==> config.mk <==
export PLATFORM = sky130hd
export DESIGN_NAME = isr_sequencer
export DESIGN_NICKNAME = d
export VERILOG_FILES = /design/src/rtl/isr_seq_pkg.sv /design/src/rtl/isr_seq_fsm.sv /design/src/rtl/isr_seq_sp.sv /design/src/rtl/isr_seq_hold.sv /design/src/rtl/isr_sequencer.sv
export SDC_FILE = /design/constraint.sdc
export NUM_CORES = 1
export LEC_CHECK = 0
export BUFFER_PORTS_ARGS = -buffer_cell sky130_fd_sc_hd__buf_2
export CORE_ASPECT_RATIO = 1.4
export CORE_UTILIZATION = 40
export CTS_BUF_LIST = sky130_fd_sc_hd__clkbuf_4 sky130_fd_sc_hd__clkbuf_8 sky130_fd_sc_hd__clkbuf_16
export DETAILED_ROUTE_END_ITERATION = 6
export PLACE_DENSITY_LB_ADDON = 0.1
export SLEW_MARGIN = 20
export SYNTH_ARGS = -nofsm -noshare
export SYNTH_HDL_FRONTEND = slang
export SYNTH_SLANG_ARGS = --single-unit
export TNS_END_PERCENT = 1
==> constraint.sdc <==
create_clock -name clk -period 6.2 [get_ports clk]
set_clock_uncertainty 0.15 [all_clocks]
set_input_delay 1.86 -clock clk [delete_from_list [all_inputs] [get_ports clk]]
set_output_delay 1.86 -clock clk [all_outputs]
set_load 0.01 [all_outputs]
==> src/rtl/isr_seq_pkg.sv <==
// Shared types for the interrupt entry/return sequencer.
// Assumes: one sequence runs at a time; idle is the reset state.
package isr_seq_pkg;

    typedef enum logic [1:0] {
        SEQ_IDLE  = 2'd0,
        SEQ_ENTER = 2'd1,
        SEQ_LEAVE = 2'd2
    } seq_state_t;

endpackage

==> src/rtl/isr_seq_fsm.sv <==
// Sequencer state machine: decides when an entry or a return starts
// and counts the cycle step inside each fixed-length sequence.
// Assumes: insn_done is a one-cycle strobe from the core, and flags_in
// already reflects any flag load issued earlier in a return.
module isr_seq_fsm
    import isr_seq_pkg::*;
#(
    parameter int ENTRY_CYCLES = 13,
    parameter int RET_CYCLES   = 10,
    parameter int FLAG_W       = 8,
    parameter int GIE_BIT      = 0,
    parameter int CW           = 4
) (
    input  logic              clk,
    input  logic              rst_n,
    input  logic              insn_done,
    input  logic              reti_go,
    input  logic              irq_active,
    input  logic [FLAG_W-1:0] flags_in,
    output seq_state_t        state,
    output logic [CW-1:0]     step,
    output logic              take_irq
);

    localparam logic [CW-1:0] ENTRY_LAST = CW'(ENTRY_CYCLES - 1);
    localparam logic [CW-1:0] RET_LAST   = CW'(RET_CYCLES - 1);

    seq_state_t nxt;
    logic       gie;

    assign gie = flags_in[GIE_BIT];

    // Next-state choice; return has priority over a new entry at a boundary.
    always_comb begin
        nxt      = state;
        take_irq = 1'b0;
        case (state)
            SEQ_IDLE: begin
                if (insn_done && reti_go) begin
                    nxt = SEQ_LEAVE;
                end else if (insn_done && irq_active && gie) begin
                    nxt      = SEQ_ENTER;
                    take_irq = 1'b1;
                end
            end
            SEQ_ENTER: begin
                if (step == ENTRY_LAST) nxt = SEQ_IDLE;
            end
            SEQ_LEAVE: begin
                if (step == RET_LAST) begin
                    if (irq_active && gie) begin
                        nxt      = SEQ_ENTER;
                        take_irq = 1'b1;
                    end else begin
                        nxt = SEQ_IDLE;
                    end
                end
            end
            default: nxt = SEQ_IDLE;
        endcase
    end

    // State and step registers; step restarts whenever the state changes.
    always_ff @(posedge clk) begin
        if (!rst_n) begin
            state <= SEQ_IDLE;
            step  <= '0;
        end else begin
            state <= nxt;
            step  <= (nxt != state) ? '0 : step + 1'b1;
        end
    end

    // Independent run-length counter of consecutive entry cycles.
    logic [CW:0] run_q;
    always_ff @(posedge clk) begin
        if (!rst_n)                  run_q <= '0;
        else if (state == SEQ_ENTER) run_q <= run_q + 1'b1;
        else                         run_q <= '0;
    end

    // an entry that follows idle came from a boundary with an active interrupt.
    p_boundary_r1: assert property (@(posedge clk) disable iff (!rst_n)
        (state == SEQ_ENTER && $past(state) == SEQ_IDLE) |-> $past(insn_done && irq_active));

    // a cleared enable flag in idle blocks any entry.
    p_gie_block_r2: assert property (@(posedge clk) disable iff (!rst_n)
        (state == SEQ_IDLE && !gie) |=> state != SEQ_ENTER);

    // the entry run is exactly ENTRY_CYCLES long.
    p_entry_len_r3: assert property (@(posedge clk) disable iff (!rst_n)
        (state == SEQ_ENTER && nxt != SEQ_ENTER) |-> run_q == (CW+1)'(ENTRY_CYCLES - 1));

    // an enabled, active interrupt at the end of a return chains an entry.
    p_chain_r8: assert property (@(posedge clk) disable iff (!rst_n)
        (state == SEQ_LEAVE && step == RET_LAST && irq_active && gie) |=> state == SEQ_ENTER);

endmodule

==> src/rtl/isr_seq_sp.sv <==
// Stack pointer: post-increment on push, pre-decrement on pop.
// Assumes: push and pop are never requested together.
module isr_seq_sp #(
    parameter int SP_W = 8
) (
    input  logic            clk,
    input  logic            rst_n,
    input  logic            push,
    input  logic            pop,
    output logic [SP_W-1:0] sp,
    output logic [SP_W-1:0] addr
);

    // Pop addresses the byte below the pointer; push addresses the pointer.
    assign addr = pop ? (sp - SP_W'(1)) : sp;

    // Pointer update after each stack access.
    always_ff @(posedge clk) begin
        if (!rst_n)    sp <= '0;
        else if (push) sp <= sp + SP_W'(1);
        else if (pop)  sp <= sp - SP_W'(1);
    end

    // every push moves the pointer up by one.
    p_sp_push_r4: assert property (@(posedge clk) disable iff (!rst_n)
        push |=> sp == $past(sp) + SP_W'(1));

    // every pop moves the pointer down by one.
    p_sp_pop_r7: assert property (@(posedge clk) disable iff (!rst_n)
        pop |=> sp == $past(sp) - SP_W'(1));

    // reads and writes are mutually exclusive.
    p_push_pop_excl_r9: assert property (@(posedge clk) disable iff (!rst_n)
        !(push && pop));

endmodule

==> src/rtl/isr_seq_hold.sv <==
// Holding registers for the PC and flags: captured from the core at the
// start of an entry, refilled byte by byte from stack read data on return.
// Assumes: the load strobes are only raised when read data is valid.
module isr_seq_hold #(
    parameter int DW = 8
) (
    input  logic          clk,
    input  logic          rst_n,
    input  logic          capture,
    input  logic [2*DW-1:0] pc_in,
    input  logic [DW-1:0] flags_in,
    input  logic          ld_f,
    input  logic          ld_lo,
    input  logic          ld_hi,
    input  logic [DW-1:0] rdata,
    output logic [2*DW-1:0] hold_pc,
    output logic [DW-1:0] hold_f
);

    // Capture core state or assemble popped bytes.
    always_ff @(posedge clk) begin
        if (!rst_n) begin
            hold_pc <= '0;
            hold_f  <= '0;
        end else if (capture) begin
            hold_pc <= pc_in;
            hold_f  <= flags_in;
        end else begin
            if (ld_f)  hold_f              <= rdata;
            if (ld_lo) hold_pc[DW-1:0]     <= rdata;
            if (ld_hi) hold_pc[2*DW-1:DW]  <= rdata;
        end
    end

    // saved state stays put while nothing loads it.
    p_hold_stable_r4: assert property (@(posedge clk) disable iff (!rst_n)
        (!capture && !ld_f && !ld_lo && !ld_hi) |=> ($stable(hold_pc) && $stable(hold_f)));

endmodule

==> src/rtl/isr_sequencer.sv <==
// Interrupt entry/return sequencer top. Decodes the state/step of the
// sequencer into stack, PC and flag controls for the core.
// Assumes: byte-wide stack memory with one-cycle read latency; the core
// stalls while seq_busy is high and applies pc_load/flags_load at the edge.
module isr_sequencer
    import isr_seq_pkg::*;
#(
    parameter int DW           = 8,
    parameter int SP_W         = 8,
    parameter int ENTRY_CYCLES = 13,
    parameter int RET_CYCLES   = 10,
    parameter int GIE_BIT      = 0
) (
    input  logic              clk,
    input  logic              rst_n,
    input  logic              insn_done,
    input  logic              reti_go,
    input  logic              irq_active,
    input  logic [DW-1:0]     irq_vector,
    input  logic [2*DW-1:0]   pc_in,
    input  logic [DW-1:0]     flags_in,
    input  logic [DW-1:0]     stk_rdata,
    output logic              stk_we,
    output logic              stk_re,
    output logic [SP_W-1:0]   stk_addr,
    output logic [DW-1:0]     stk_wdata,
    output logic [SP_W-1:0]   sp_out,
    output logic              pc_load,
    output logic [2*DW-1:0]   pc_next,
    output logic              flags_load,
    output logic [DW-1:0]     flags_next,
    output logic              irq_ack,
    output logic              seq_busy
);

    localparam int MAXC = (ENTRY_CYCLES > RET_CYCLES) ? ENTRY_CYCLES : RET_CYCLES;
    localparam int CW   = $clog2(MAXC + 1);

    // Entry steps
    localparam logic [CW-1:0] ST_PUSH_HI = CW'(0);
    localparam logic [CW-1:0] ST_PUSH_LO = CW'(1);
    localparam logic [CW-1:0] ST_PUSH_F  = CW'(2);
    localparam logic [CW-1:0] ST_CLEAR   = CW'(3);
    localparam logic [CW-1:0] ST_VECTOR  = CW'(4);
    // Return steps
    localparam logic [CW-1:0] RT_RD_LAST = CW'(2);
    localparam logic [CW-1:0] RT_GET_F   = CW'(1);
    localparam logic [CW-1:0] RT_GET_LO  = CW'(2);
    localparam logic [CW-1:0] RT_GET_HI  = CW'(3);
    localparam logic [CW-1:0] RT_RESTORE = CW'(4);

    seq_state_t      state;
    logic [CW-1:0]   step;
    logic            take_irq;
    logic            in_enter;
    logic            in_leave;
    logic [2*DW-1:0] hold_pc;
    logic [DW-1:0]   hold_f;

    isr_seq_fsm #(
        .ENTRY_CYCLES (ENTRY_CYCLES),
        .RET_CYCLES   (RET_CYCLES),
        .FLAG_W       (DW),
        .GIE_BIT      (GIE_BIT),
        .CW           (CW)
    ) u_fsm (
        .clk        (clk),
        .rst_n      (rst_n),
        .insn_done  (insn_done),
        .reti_go    (reti_go),
        .irq_active (irq_active),
        .flags_in   (flags_in),
        .state      (state),
        .step       (step),
        .take_irq   (take_irq)
    );

    assign in_enter = (state == SEQ_ENTER);
    assign in_leave = (state == SEQ_LEAVE);

    // Stack strobes: three pushes at the start of entry, three pops at the start of return.
    assign stk_we = in_enter && (step <= ST_PUSH_F);
    assign stk_re = in_leave && (step <= RT_RD_LAST);

    isr_seq_sp #(
        .SP_W (SP_W)
    ) u_sp (
        .clk   (clk),
        .rst_n (rst_n),
        .push  (stk_we),
        .pop   (stk_re),
        .sp    (sp_out),
        .addr  (stk_addr)
    );

    isr_seq_hold #(
        .DW (DW)
    ) u_hold (
        .clk      (clk),
        .rst_n    (rst_n),
        .capture  (take_irq),
        .pc_in    (pc_in),
        .flags_in (flags_in),
        .ld_f     (in_leave && step == RT_GET_F),
        .ld_lo    (in_leave && step == RT_GET_LO),
        .ld_hi    (in_leave && step == RT_GET_HI),
        .rdata    (stk_rdata),
        .hold_pc  (hold_pc),
        .hold_f   (hold_f)
    );

    // Write data selection in push order: PC high, PC low, flags.
    always_comb begin
        case (step)
            ST_PUSH_HI: stk_wdata = hold_pc[2*DW-1:DW];
            ST_PUSH_LO: stk_wdata = hold_pc[DW-1:0];
            default:    stk_wdata = hold_f;
        endcase
    end

    // Core register loads: clear/vector on entry, restore on return.
    assign irq_ack    = in_enter && (step == ST_VECTOR);
    assign flags_load = (in_enter && step == ST_CLEAR) || (in_leave && step == RT_RESTORE);
    assign flags_next = in_leave ? hold_f : '0;
    assign pc_load    = irq_ack || (in_leave && step == RT_RESTORE);
    assign pc_next    = in_leave ? hold_pc : {{DW{1'b0}}, irq_vector};
    assign seq_busy   = (state != SEQ_IDLE);

    // the acknowledge is preceded by a flag clear in the cycle before.
    p_clear_before_ack_r5: assert property (@(posedge clk) disable iff (!rst_n)
        irq_ack |-> ($past(flags_load) && $past(flags_next) == '0));

    // the acknowledge is a single-cycle pulse.
    p_ack_pulse_r6: assert property (@(posedge clk) disable iff (!rst_n)
        irq_ack |=> !irq_ack);

    // a restore loads PC and flags together.
    p_restore_pair_r7: assert property (@(posedge clk) disable iff (!rst_n)
        (pc_load && !irq_ack) |-> flags_load);

    // no stack activity while idle.
    p_idle_quiet_r9: assert property (@(posedge clk) disable iff (!rst_n)
        !seq_busy |-> !(stk_we || stk_re));

endmodule

==> impl_metrics.toml <==
[logic_synthesis]
syn-num-nets = 373
ys_ff_latch = 38
ys_top_cells_by_count = "80 x nand2_1, 38 x dfxtp_1, 20 x and2_1, 19 x o21ai_1, 15 x a31oi_1"
synth.most_common_cell = "nand2_1"
ys.flop_type = "dfxtp_1"
avgSynthCellArea_um2 = 7.85
yosys.area.top_type_share_pct = 30.1
synth_cells = 322
synth_edf_count = 0
yosysWarnings = 0
synth_top_cell_by_area = "dfxtp_1"
async_reset_ff_share_pct = 0
syn_area_um2 = 2530
synth.distinct_cells = 49
yosysSeqAreaShare_pct = 30.1
synthTopCellsByArea = "dfxtp_1 30%, nand2_1 12%, a31oi_2 4.9%"

[timing]
period_share_pct = 70.1
rsz0062_at_grt = "false"
fmax_ghz = 0.230
tightest_slew_ns = 0.842
hold_viol_final = 0
max-slew-margin-rel_pct = 43.8
tns_ns = 0
min_period_ns = 4.35
setup_viol = 0
maxSlewViolCount = 0

[global_routing]
met3_usage_pct = 4.08
grt_antenna_before_repair = 0
grt.overflow.total = 0
grt_max_degree = 41
grt_pass1_wl_um = 11300
grt_util_met1_pct = 24.3
grt_pass1_vias = 2374
grt_use_total_pct = 21.2
busiest_layer = "met2"
grt_use_met2_pct = 40.0

[floorplan]
ioPinCount = 99
chipHeight_um = 96.1
die_x_um = 69.2
initial_core_util_pct = 42.2
dieArea_um2 = 6650
coreArea_um2 = 5990
num_rows = 33

[setup_path]
cp.depth = 3
cpMostUsedCell = "buf_2"
cp.required_ns = 4.19
crit_family = "multiplexers"
crit_slowest_cell = "mux2_2"
worstSetupStartpointType = "primary input"
crit_type = "in -> out"
slowest_delay_ns = 0.25
path_buf_inv = 2
crit_chain = "buf_2 -> mux2_2 -> buf_2"
arrival_ns = 2.34
end_kind = "output pin"
reg2reg_depth = 7
worst-path-max-fanout = 1

[cts]
tritoncts = "done"
cts_made_buffers = 5
cts-resized-gates = 0
cts_hold_buf = 0
clkSinkCount = 38
insertion_delay_ns = 0.30
cts_max_level = 2
cts_setup_buffers = 0
cts-root-buf = "clkbuf_8"
clk_pin_slew_ns = 0.08
clock_path_buffers = 2

[route]
wl_per_cell_um = 14.6
drtPass1Iterations = 4
drc = 0
dr.first_iter.drc_count = 124
wl_um = 7020
final_antenna_net_count = 0
via_per_inst = 5.36
vias = 2575

[run_status]
run_status = "completed"

[layout]
area.growth.synth_to_final_pct = 22.4
final_nets = 460
drive_above_1_share_pct = 34.1
antenna_cells = 0

[flow_run]
cap_violations = 0

[power]
p_per_area_nw_per_um2 = 204
p_leak_nw = 1.37
power.total_mw = 0.633
vdd_drop_max_mv = 0.0987

[place]
hpwlAfterDp_um = 5140
port-buffer-count = 98
gp_congestion = 0.824

[hold_path]
whs_path_depth = 1
hold_path.class = "reg -> reg"
==> power breakdown <==
part	total (mW)	internal (mW)	switching (mW)
combinational	0.170	0.0753	0.0943
clock	0.182	0.0895	0.0926
sequential	0.281	0.259	0.0215
==> worst register-to-register path, cell delays in order (launching register included) <==
cell	delay, ns
dfxtp_1	0.41
inv_1	0.09
ha_1	0.21
and4b_4	0.23
o2111ai_4	0.69
buf_4	0.39
o21ai_0	0.19
a31oi_2	0.20
==> cell usage in the layout (no fill, tap or decap), types with 2 or more instances in the layout <==
cell type / Yosys / layout
nor3_2: 2 / 2
buf_4: 1 / 3
o21ai_1: 19 / 19
inv_2: 2 / 2
nand2_1: 80 / 80
o21ai_0: 10 / 10
nand4_1: 3 / 3
xor2_1: 2 / 2
nor2_1: 10 / 10
a22oi_1: 10 / 10
mux2_2: 8 / 8
a31oi_2: 10 / 10
nor3b_1: 3 / 3
dfxtp_1: 38 / 38
nor3_1: 2 / 2
mux2i_1: 5 / 5
clkbuf_8: 0 / 6
buf_2: 7 / 98
nand2b_1: 8 / 8
nand3_1: 8 / 8
a31oi_1: 15 / 15
inv_1: 9 / 9
ha_1: 6 / 6
xnor2_1: 7 / 7
a21boi_1: 2 / 2
and2_1: 20 / 20
and3_1: 3 / 3
==> final cells by class <==
| cell class | count | area (um2) |
|---|---|---|
| clock inverter | 2 | 12.5 |
| fill | 635 | 2890 |
| multi-input combinational | 252 | 1600 |
| timing repair buffer | 101 | 513 |
| inverter | 11 | 41.3 |
| sequential | 38 | 761 |
| tap | 70 | 87.6 |
| clock buffer | 6 | 82.6 |
==> metal layers <==
layer  part of all wire [%]  wire length [um]
met1                     43              3020
met2                     50              3540
met3                    5.4               379
met4                    1.1                79
met5                      0                 0
==> state kept, by name, indices dropped and copies added, names as in the netlist <==
register and flops:
u_sp.sp 8, u_hold.hold_f 8, u_fsm.state 2, u_fsm.step 4, u_hold.hold_pc 16
==> through the flow <==
step	setup slack [ns]	cell area (um2)	cells	util (%)	hold slack, ns
floorplan	2.06	2530	322	-	0.295
global placement	1.86	3000	472	50.1	0.313
detailed placement	1.85	3000	472	50.1	0.329
CTS	1.85	3090	480	51.7	0.343
global route	1.69	3090	480	51.7	0.371
finish	1.85	3090	480	51.7	0.343
==> final timing paths <==
path	startpoint	end	slack, ns
setup / recovery	irq_vector[0]	pc_next[0]	1.85
hold / removal	u_fsm.step[0]	u_fsm.step[0]	0.34
setup reg to reg	u_fsm.step[1]	u_hold.hold_f[1]	3.56
hold reg to reg	u_fsm.step[0]	u_fsm.step[0]	0.34
==> cell families (layout without fill, tap and decap cells) <==
family	Yosys count	after routing	share of synthesized area, %
buf+inv	32	120	6.88
compound gates	72	72	21.0
simple gates	152	152	30.4
fa+ha+maj	6	6	2.97
mux	13	13	5.54
flops	38	38	30.1
xor+xnor	9	9	3.12
Note: power is estimated with default switching activity, not from simulation.
